`src/rtl/stim_trace_pkg.sv`:
```
package stim_trace_pkg;
  localparam int unsigned OFF_MASK    = 32'h400;
  localparam int unsigned OFF_CTRL    = 32'h404;
  localparam int unsigned OFF_IDRIVE  = 32'h408;
  localparam int unsigned OFF_ISAMPLE = 32'h40C;
  localparam int unsigned OFF_IMODE   = 32'h410;
  localparam int unsigned CTRL_ID_LSB = 8;
  localparam int unsigned CTRL_BUSY_BIT = 31;
endpackage

```
`src/rtl/stf_fifo.sv`:
```
module stf_fifo #(
  parameter int W     = 37,
  parameter int DEPTH = 4
) (
  input  logic         clk,
  input  logic         rst_n,
  input  logic         push,
  input  logic [W-1:0] din,
  input  logic         pop,
  output logic [W-1:0] dout,
  output logic         full,
  output logic         empty
);
  localparam int AW = (DEPTH > 1) ? $clog2(DEPTH) : 1;
  localparam int CW = $clog2(DEPTH + 1);

  logic [W-1:0]  mem [DEPTH];
  logic [AW-1:0] wr_ptr, rd_ptr;
  logic [CW-1:0] count;

  assign full  = (count == CW'(DEPTH));
  assign empty = (count == '0);
  assign dout  = mem[rd_ptr];

  function automatic logic [AW-1:0] bump(input logic [AW-1:0] p);
    return (p == AW'(DEPTH - 1)) ? '0 : p + AW'(1);
  endfunction

  always_ff @(posedge clk) begin
    if (!rst_n) begin
      wr_ptr <= '0;
      rd_ptr <= '0;
      count  <= '0;
    end else begin
      if (push) begin
        mem[wr_ptr] <= din;
        wr_ptr <= bump(wr_ptr);
      end
      if (pop) rd_ptr <= bump(rd_ptr);
      count <= count + CW'(push) - CW'(pop);
    end
  end

  // nothing is written over a full FIFO
  p_no_overflow_r5: assert property (@(posedge clk) disable iff (!rst_n)
    full |-> !push);
  // no pop from an empty FIFO
  p_no_underflow_r6: assert property (@(posedge clk) disable iff (!rst_n)
    empty |-> !pop);
  // the head holds while nothing is popped
  p_head_hold_r6: assert property (@(posedge clk) disable iff (!rst_n)
    (!empty && !pop) |=> $stable(dout));
endmodule

```
`src/rtl/stf_ctrl.sv`:
```
module stf_ctrl
  import stim_trace_pkg::*;
#(
  parameter int ADDR_W = 12,
  parameter int DATA_W = 32,
  parameter int NPORTS = 32,
  parameter int ID_W   = 7
) (
  input  logic              clk,
  input  logic              rst_n,
  input  logic              wr_en,
  input  logic              rd_en,
  input  logic [ADDR_W-1:0] addr,
  input  logic [DATA_W-1:0] wdata,
  output logic [DATA_W-1:0] rdata,
  input  logic              fifo_full,
  input  logic              busy,
  input  logic              trc_ready,
  output logic              push,
  output logic [$clog2(NPORTS)-1:0] push_port,
  output logic [ID_W-1:0]   src_id,
  output logic              integ_mode,
  output logic              integ_drive
);
  localparam int PW     = $clog2(NPORTS);
  localparam int SPAN_W = PW + 2;
  localparam int WA_W   = ADDR_W - 2;

  logic [NPORTS-1:0] mask;
  logic              master;
  logic              overflow;
  logic              port_hit, port_wr, gated, status_rd;
  logic [WA_W-1:0]   waddr;

  assign waddr     = addr[ADDR_W-1:2];
  assign port_hit  = (addr[ADDR_W-1:SPAN_W] == '0);
  assign push_port = addr[SPAN_W-1:2];
  assign port_wr   = wr_en && port_hit;
  assign gated     = port_wr && master && mask[push_port];
  assign push      = gated && !fifo_full;
  assign status_rd = rd_en && port_hit;

  function automatic logic at(input logic [WA_W-1:0] a, input int unsigned off);
    return a == WA_W'(off >> 2);
  endfunction

  always_ff @(posedge clk) begin
    if (!rst_n) begin
      mask        <= '0;
      master      <= 1'b0;
      src_id      <= '0;
      integ_mode  <= 1'b0;
      integ_drive <= 1'b0;
      overflow    <= 1'b0;
    end else begin
      if (wr_en && at(waddr, OFF_MASK)) mask <= wdata[NPORTS-1:0];
      if (wr_en && at(waddr, OFF_CTRL)) begin
        master <= wdata[0];
        src_id <= wdata[CTRL_ID_LSB +: ID_W];
      end
      if (wr_en && at(waddr, OFF_IDRIVE)) integ_drive <= wdata[0];
      if (wr_en && at(waddr, OFF_IMODE))  integ_mode  <= wdata[0];
      if (gated && fifo_full) overflow <= 1'b1;
      else if (status_rd)     overflow <= 1'b0;
    end
  end

  logic [DATA_W-1:0] rd_mux;
  always_comb begin
    rd_mux = '0;
    if (port_hit) begin
      rd_mux[0] = !fifo_full;
      rd_mux[1] = overflow;
    end else if (at(waddr, OFF_MASK)) begin
      rd_mux[NPORTS-1:0] = mask;
    end else if (at(waddr, OFF_CTRL)) begin
      rd_mux[0] = master;
      rd_mux[CTRL_ID_LSB +: ID_W] = src_id;
      rd_mux[CTRL_BUSY_BIT] = busy;
    end else if (at(waddr, OFF_IDRIVE)) begin
      rd_mux[0] = integ_drive;
    end else if (at(waddr, OFF_ISAMPLE)) begin
      rd_mux[0] = trc_ready;
    end else if (at(waddr, OFF_IMODE)) begin
      rd_mux[0] = integ_mode;
    end
  end

  always_ff @(posedge clk) begin
    if (!rst_n)     rdata <= '0;
    else if (rd_en) rdata <= rd_mux;
  end

  // a masked port never pushes
  p_mask_drop_r2: assert property (@(posedge clk) disable iff (!rst_n)
    (port_wr && !mask[push_port]) |-> !push);
  // nothing is pushed while the master enable is off
  p_master_drop_r3: assert property (@(posedge clk) disable iff (!rst_n)
    !master |-> !push);
  // the overflow flag only clears through a status read
  p_ovf_sticky_r5: assert property (@(posedge clk) disable iff (!rst_n)
    (overflow && !status_rd) |=> overflow);
endmodule

```
`src/rtl/stim_trace_fifo.sv`:
```
module stim_trace_fifo #(
  parameter int ADDR_W = 12,
  parameter int DATA_W = 32,
  parameter int NPORTS = 32,
  parameter int ID_W   = 7,
  parameter int DEPTH  = 4
) (
  input  logic                      clk,
  input  logic                      rst_n,
  input  logic                      wr_en,
  input  logic                      rd_en,
  input  logic [ADDR_W-1:0]         addr,
  input  logic [DATA_W-1:0]         wdata,
  output logic [DATA_W-1:0]         rdata,
  output logic                      trc_valid,
  input  logic                      trc_ready,
  output logic [DATA_W-1:0]         trc_data,
  output logic [$clog2(NPORTS)-1:0] trc_port,
  output logic [ID_W-1:0]           trc_src_id,
  output logic                      busy
);
  localparam int PW = $clog2(NPORTS);
  localparam int EW = DATA_W + PW;

  logic          push, pop, full, empty, integ_mode, integ_drive;
  logic [PW-1:0] push_port;
  logic [EW-1:0] head;

  stf_ctrl #(.ADDR_W(ADDR_W), .DATA_W(DATA_W), .NPORTS(NPORTS), .ID_W(ID_W)) u_ctrl (
    .clk(clk), .rst_n(rst_n), .wr_en(wr_en), .rd_en(rd_en), .addr(addr),
    .wdata(wdata), .rdata(rdata), .fifo_full(full), .busy(busy),
    .trc_ready(trc_ready), .push(push), .push_port(push_port),
    .src_id(trc_src_id), .integ_mode(integ_mode), .integ_drive(integ_drive)
  );

  stf_fifo #(.W(EW), .DEPTH(DEPTH)) u_fifo (
    .clk(clk), .rst_n(rst_n), .push(push), .din({push_port, wdata}),
    .pop(pop), .dout(head), .full(full), .empty(empty)
  );

  assign busy      = !empty;
  assign trc_valid = integ_mode ? integ_drive : !empty;
  assign pop       = !integ_mode && !empty && trc_ready;
  assign trc_data  = head[DATA_W-1:0];
  assign trc_port  = head[EW-1:DATA_W];

  // an offered word stays offered until taken
  p_valid_hold_r6: assert property (@(posedge clk) disable iff (!rst_n)
    (!integ_mode && trc_valid && !trc_ready) |=> trc_valid);
  // busy only rises on an accepted write
  p_busy_rise_r7: assert property (@(posedge clk) disable iff (!rst_n)
    $rose(busy) |-> $past(push));
  // integration mode never drains the FIFO
  p_integ_hold_r9: assert property (@(posedge clk) disable iff (!rst_n)
    (integ_mode && busy) |=> busy);
endmodule

```
`config.mk`:
```
export PLATFORM = sky130hd
export DESIGN_NAME = stim_trace_fifo
export DESIGN_NICKNAME = d
export VERILOG_FILES = /design/src/rtl/stim_trace_pkg.sv /design/src/rtl/stf_fifo.sv /design/src/rtl/stf_ctrl.sv /design/src/rtl/stim_trace_fifo.sv
export SDC_FILE = /design/constraint.sdc
export NUM_CORES = 1
export LEC_CHECK = 0
export BUFFER_PORTS_ARGS = -buffer_cell sky130_fd_sc_hd__clkbuf_2
export CORE_MARGIN = 5
export CORE_UTILIZATION = 35
export DETAILED_ROUTE_END_ITERATION = 6
export HOLD_SLACK_MARGIN = 0.08
export MAX_ROUTING_LAYER = met4
export PLACE_DENSITY = 0.51
export SYNTH_ARGS = -nofsm -noshare
export SYNTH_HDL_FRONTEND = slang
export SYNTH_SLANG_ARGS = --single-unit
```
`constraint.sdc`:
```
create_clock -name clk -period 3.6 [get_ports clk]
set_input_delay 0.36 -clock clk [delete_from_list [all_inputs] [get_ports clk]]
set_output_delay 0.36 -clock clk [all_outputs]
set_load 0.03 [all_outputs]
```
# == After elaboration in Yosys (flattened, before gate mapping) ==
# Memories as Yosys holds them, arrays and structs flattened. A register that Yosys moved wholly into a read port is not among the register bits.
# Cells that the tools add are included.
# op_classes
muxes,25
order_cmp,1
add_sub_neg,4
n_eq_ne,8
reduce_logical,18
# ops
op,n
$eq A10 B9 Y1 const B,5
$mux W30,1
$mux W7,3
$mux W16,1
$mux W1,14
$logic_and A1 B1 Y1,12
$mux W2,5
$lt A5 B6 Y1 const B,1
$bmux W1 S5,1
$logic_not A5 Y1,1
$add A2 B1 Y2 const B,2
$eq A2 B2 Y1 const B,2
$add A3 B1 Y3,1
$eq A3 B3 Y1 const B,1
$logic_not A1 Y1,3
$logic_not A3 Y1,1
$sub A3 B1 Y3,1
$reduce_bool A2 Y1,1
# totals
reg_bits,82
wordCells,67
memories,1
out_inout_bits,78
ramBits,148
# mem_list
name,depth,width,read_ports,rd_clocked_by_memory_dff,write_ports,line_no,rtl
u_fifo.mem,4,37,1,1,1,stf_fifo.sv:17,logic [W-1:0] mem [DEPTH];

# == Longest topological paths before layout ==
# logic_depth
word_depth,8
depth_mapped,13
ltp_nobuf,10

# == Hierarchy ==
# Synthesis repeated with hierarchy kept, for this count alone.
# unflattened
hier_cells,591
hier_area_um2,9201.3
# modules_own_cells
module,area_each_um2,n_inst,seq_area_each_um2,cells_each
stf_fifo,5853.1,1,4624.4,237
stf_ctrl,3323.2,1,1501.4,350
stim_trace_fifo,25.0,1,0.0,4

# == Worst setup path after synthesis ==
# OpenSTA, ideal clock, no wires.
# synth_path
kind,in2reg
startpoint,in addr[11]
endpoint,"mem u_fifo.mem[0][0], enable pin"
setup_slack_ns,0.539
setup_time_ns,0.398
arrival_time_ns,2.663
stages,7
path_buffers,1
required_time_ns,3.202
cell_sequence,or4_4 > nor3_4 > nand4_1 > a32oi_2 > and2_4 > buf_6 > and3_1
# synth_via
elab_chain_len,8
# synth_lines
element,line_no,rtl
from (decl),stim_trace_fifo.sv:12,"input logic [ADDR_W-1:0] addr,"
$logic_not A5 Y1,stf_ctrl.sv:36,assign port_hit = (addr[ADDR_W-1:SPAN_W] == '0);
$logic_and A1 B1 Y1,stf_ctrl.sv:38,assign port_wr = wr_en && port_hit;
$logic_and A1 B1 Y1 (2 in series),stf_ctrl.sv:39,assign gated = port_wr && master && mask[push_port];
$logic_and A1 B1 Y1,stf_ctrl.sv:40,assign push = gated && !fifo_full;
$mux W1,stf_fifo.sv:35,if (push) begin
$mux W1,stf_fifo.sv:30,if (!rst_n) begin
$mux W1 (not written as such),stf_fifo.sv:36,mem[wr_ptr] <= din;
to (decl),stf_fifo.sv:17,
# Every way passes these cells.

# == Worst setup path after layout ==
# layout_path
startpoint,reg u_ctrl.mask[29]
endpoint,reg u_fifo.count[2]
# layout_via
elab_chain_len,6
# layout_lines
element,line_no,rtl
from (decl),stf_ctrl.sv:29,logic [NPORTS-1:0] mask;
from (signal assigned),stf_ctrl.sv:56,"if (wr_en && at(waddr, OFF_MASK)) mask <= wdata[NPORTS-1:0];"
$bmux W1 S5,stf_ctrl.sv:39,
$mux W1 (not written as such),stf_ctrl.sv:39,
$logic_and A1 B1 Y1,stf_ctrl.sv:39,
$logic_and A1 B1 Y1,stf_ctrl.sv:40,
$add A3 B1 Y3,stf_fifo.sv:40,count <= count + CW'(push) - CW'(pop);
$sub A3 B1 Y3,stf_fifo.sv:40,
to (signal assigned),stf_fifo.sv:40,
to (decl),stf_fifo.sv:19,logic [CW-1:0] count;
# Every way passes these cells. The select of a mux whose other input is x is not followed.
# A chain may end at the register's enable or synchronous reset.

==> impl_results.md <==
- Crit share post-route: 74.80%
- Clock net sink count: 232
- Tmin final: 2.693 ns
- RSZ-0062 raised after global routing: false
- Worst Hold Depth: 1
- Site row count: 59
- 1st-iter DRT viols: 293
- Clock buffer depth: 3
- H-tree Lvls: 1
- CP bufs+invs: 0
- Setup crit end kind: register
- Clock root cell: clkbuf_16
- Hold Vio Cnt, Final: 0
- VDD IR max: 0.0002785 V
- Fin Hold WS: 0.09810 ns
- Most frequent cells in the layout: edfxtp_1 (148), clkbuf_2 (124), nand2_1 (94)
- GRT overflow: 0
- # DRC: 0
- IO Pins: 127
- N_diodes: 0
- CP max stage cell: mux4_1
- Worst reg2reg path depth: 10
- Final instance area: 11,050 sq um
- Die width: 171.6 um
- Critical-path maximum fanout: 7
- Synth Instances: 627
- Worst path cell trace: mux4_1 -> mux2_2 -> nand3_1 -> a32oi_2 -> and2_4 -> ha_1 -> fa_1 -> xnor2_1 -> xnor2_1 -> and2_1
- Post-synth EDFFs: 148
- LEAKAGE: 3.814 nW
- Reg-to-Reg End: u_fifo.count[2]
- Layout area overhead: 20.93%
- Setup CP Type: reg2reg
- Synth warn: 0
- Vias in the first global route: 5,896
- Max-slew violations: 0
- Layout cells sized above 1: 30.38%
- Routed WL: 22.63 mm
- Wire length of the first global-routing pass: 34.92 mm
- Syn avg cell area: 14.58 sq um
- Synthesized area: 9141 sq um
- Die area: 29,450 sq um
- Wire per inst: 20.30 um
- Final Total Pwr: 6.383 mW
- Cts repair resizes: 0
- Initial core utilization: 35.28%
- Status: finished, final reports clean
- Most used cell, CP: xnor2_1
- Critical path depth: 10
- Initial antenna violation count: 0
- Arr. time, crit path: 3.09 ns
- Worst slew pin tran: 1.136 ns
- Reg clk slew, reported paths: 0.06 ns
- Setup TNS: 0 ns
- Nets: 819
- Worst hold path class: in2reg
- Worst EP required: 3.99 ns
- Worst R2R Setup Slack: 0.91 ns
- ANT nets after route: 0
- Mapped Nets: 684
- Post-synthesis sequential area ratio: 67.01%
- CTS tree: done
- Slew HR: 24.29%
- Largest net degree at the start of global routing: 75
- Die Y: 171.6 um
- Delay-heaviest family, CP: multiplexers
- Startpoint types: register
- Hold path startpoint: wdata[7]
- Vias: 5,486
- Fmax: 0.3714 GHz
- Total iterations of the first detailed-routing run: 4
- Distinct cells, synth: 43
- Seq cells post-synth: 232
- Worst skew pair latency: 0.50 ns
- RD Place Congestion: 0.8537
- Final Skew: 0.008591 ns
- Synth async-reset ratio: 0%
- Hold Crit Endpoint: u_fifo.mem[0][7]
- Vias per cell: 4.920
- Placed cell area: 10,210 sq um
- PD cells: 577.5 nW/um^2
- Top FF cell, synth: edfxtp_1
- Number of port buffers: 124
- CORE AREA: 25,910 sq um
- R2R Path Start: u_ctrl.mask[29]
- Final setup violation count: 0
- Crit-path max cell delay: 0.53 ns
- Commonest non-fill, non-tap cell in the layout: edfxtp_1
- Total GRT Usage: 15.83%
- DPL Wire Length: 14.94 mm
- Max_cap viols: 0
- Cts bufs inserted: 25
## worst reg2reg max path, stage by stage, from the launching register on
cell and delay (ns):
dfxtp_1 0.33, mux4_1 0.53, mux2_2 0.28, nand3_1 0.09
a32oi_2 0.12, and2_4 0.21, ha_1 0.20, fa_1 0.40
xnor2_1 0.15, xnor2_1 0.12, and2_1 0.15
## synthesized netlist by cell type, types with 2 or more instances
master,number,area [sq um]
and3_1,4,25.02
a221oi_1,8,70.07
xnor2_1,2,17.52
buf_2,8,40.04
inv_1,7,26.28
dfxtp_1,84,1682
a21boi_0,36,270.3
and2_1,4,25.02
nand2_1,94,352.8
edfxtp_1,148,4444
ha_1,7,87.58
nand3_1,2,10.01
clkbuf_1,26,97.59
nor4_2,2,25.02
or3_1,2,12.51
nand4_1,4,25.02
a21oi_1,29,145.1
mux2i_1,12,120.1
mux4_2,40,900.9
a31oi_1,2,12.51
nor4_1,2,12.51
nor2_1,9,33.78
mux2_2,4,45.04
a21boi_1,5,37.54
nor2b_1,68,425.4
## report_power, final
group          total, mW  switching (mW)  internal [mW]
clock network       2.46           0.998           1.46
registers           2.91          0.0519           2.85
logic               1.02           0.612          0.406
total               6.38            1.66           4.72
## cell families (layout without fill, tap and decap cells)
group	after synthesis	in the layout	synth area share [%]
flops	232	232	67.01
simple gates	198	198	11.17
compound gates	87	87	6.502
mux	57	57	11.95
buf+inv	43	196	1.998
fa+ha+maj	8	8	1.177
xor+xnor	2	2	0.1917
## through the flow
step	util, %	instances	setup slack [ns]
floorplan	-	627	0.5387
global placement	39.42	1067	0.4694
detailed placement	39.42	1067	0.4472
CTS	42.66	1115	0.8768
global route	42.66	1115	0.7522
finish	42.66	1115	0.9074
## sequential cells by signal, summed over array words and instances (netlist names), named ones only
signal	cells
u_ctrl.integ_mode	1
u_ctrl.rdata	32
u_fifo.wr_ptr	2
u_ctrl.master	1
u_ctrl.mask	32
u_fifo.count	3
u_fifo.mem	148
u_ctrl.overflow	1
u_ctrl.integ_drive	1
u_ctrl.src_id	7
u_fifo.rd_ptr	2
## how the worst max path moves through the flow
stage                            end            start
CTS                      trc_data[8]         register
finish               u_fifo.count[2]  u_ctrl.mask[29]
global placement     u_fifo.count[2]          addr[3]
floorplan           u_fifo.mem[0][0]         addr[11]
detailed placement   u_fifo.count[2]          addr[3]
global route         u_fifo.count[2]  u_ctrl.mask[29]
## per-layer routing
layer  GRT usage, %  up-vias  share of wire [%]
met5              -        -                  0
met4          3.376        0                1.7
met3          2.436       34                4.7
met2          25.98      138                 51
met1          21.05     2736                 43
li1               -     2578                  -
## timing repair
| item | 4_1_cts | 5_1_grt |
|---|---|---|
| hold endpoints to repair | 9 | 0 |
| hold buffers | 3 | 0 |
| setup buffers | 0 | 0 |
## cell type report
class | count | area (sq um)
Inverter | 7 | 26.28
Sequential cell | 232 | 6128
Clock inverter | 9 | 51.30
Multi-Input combinational cell | 352 | 2855
Clock buffer | 36 | 758.2
Fill cell | 2356 | 14860
Tap cell | 335 | 419.2
Timing Repair Buffer | 144 | 815.8
Power figures use the tool's default switching activity.
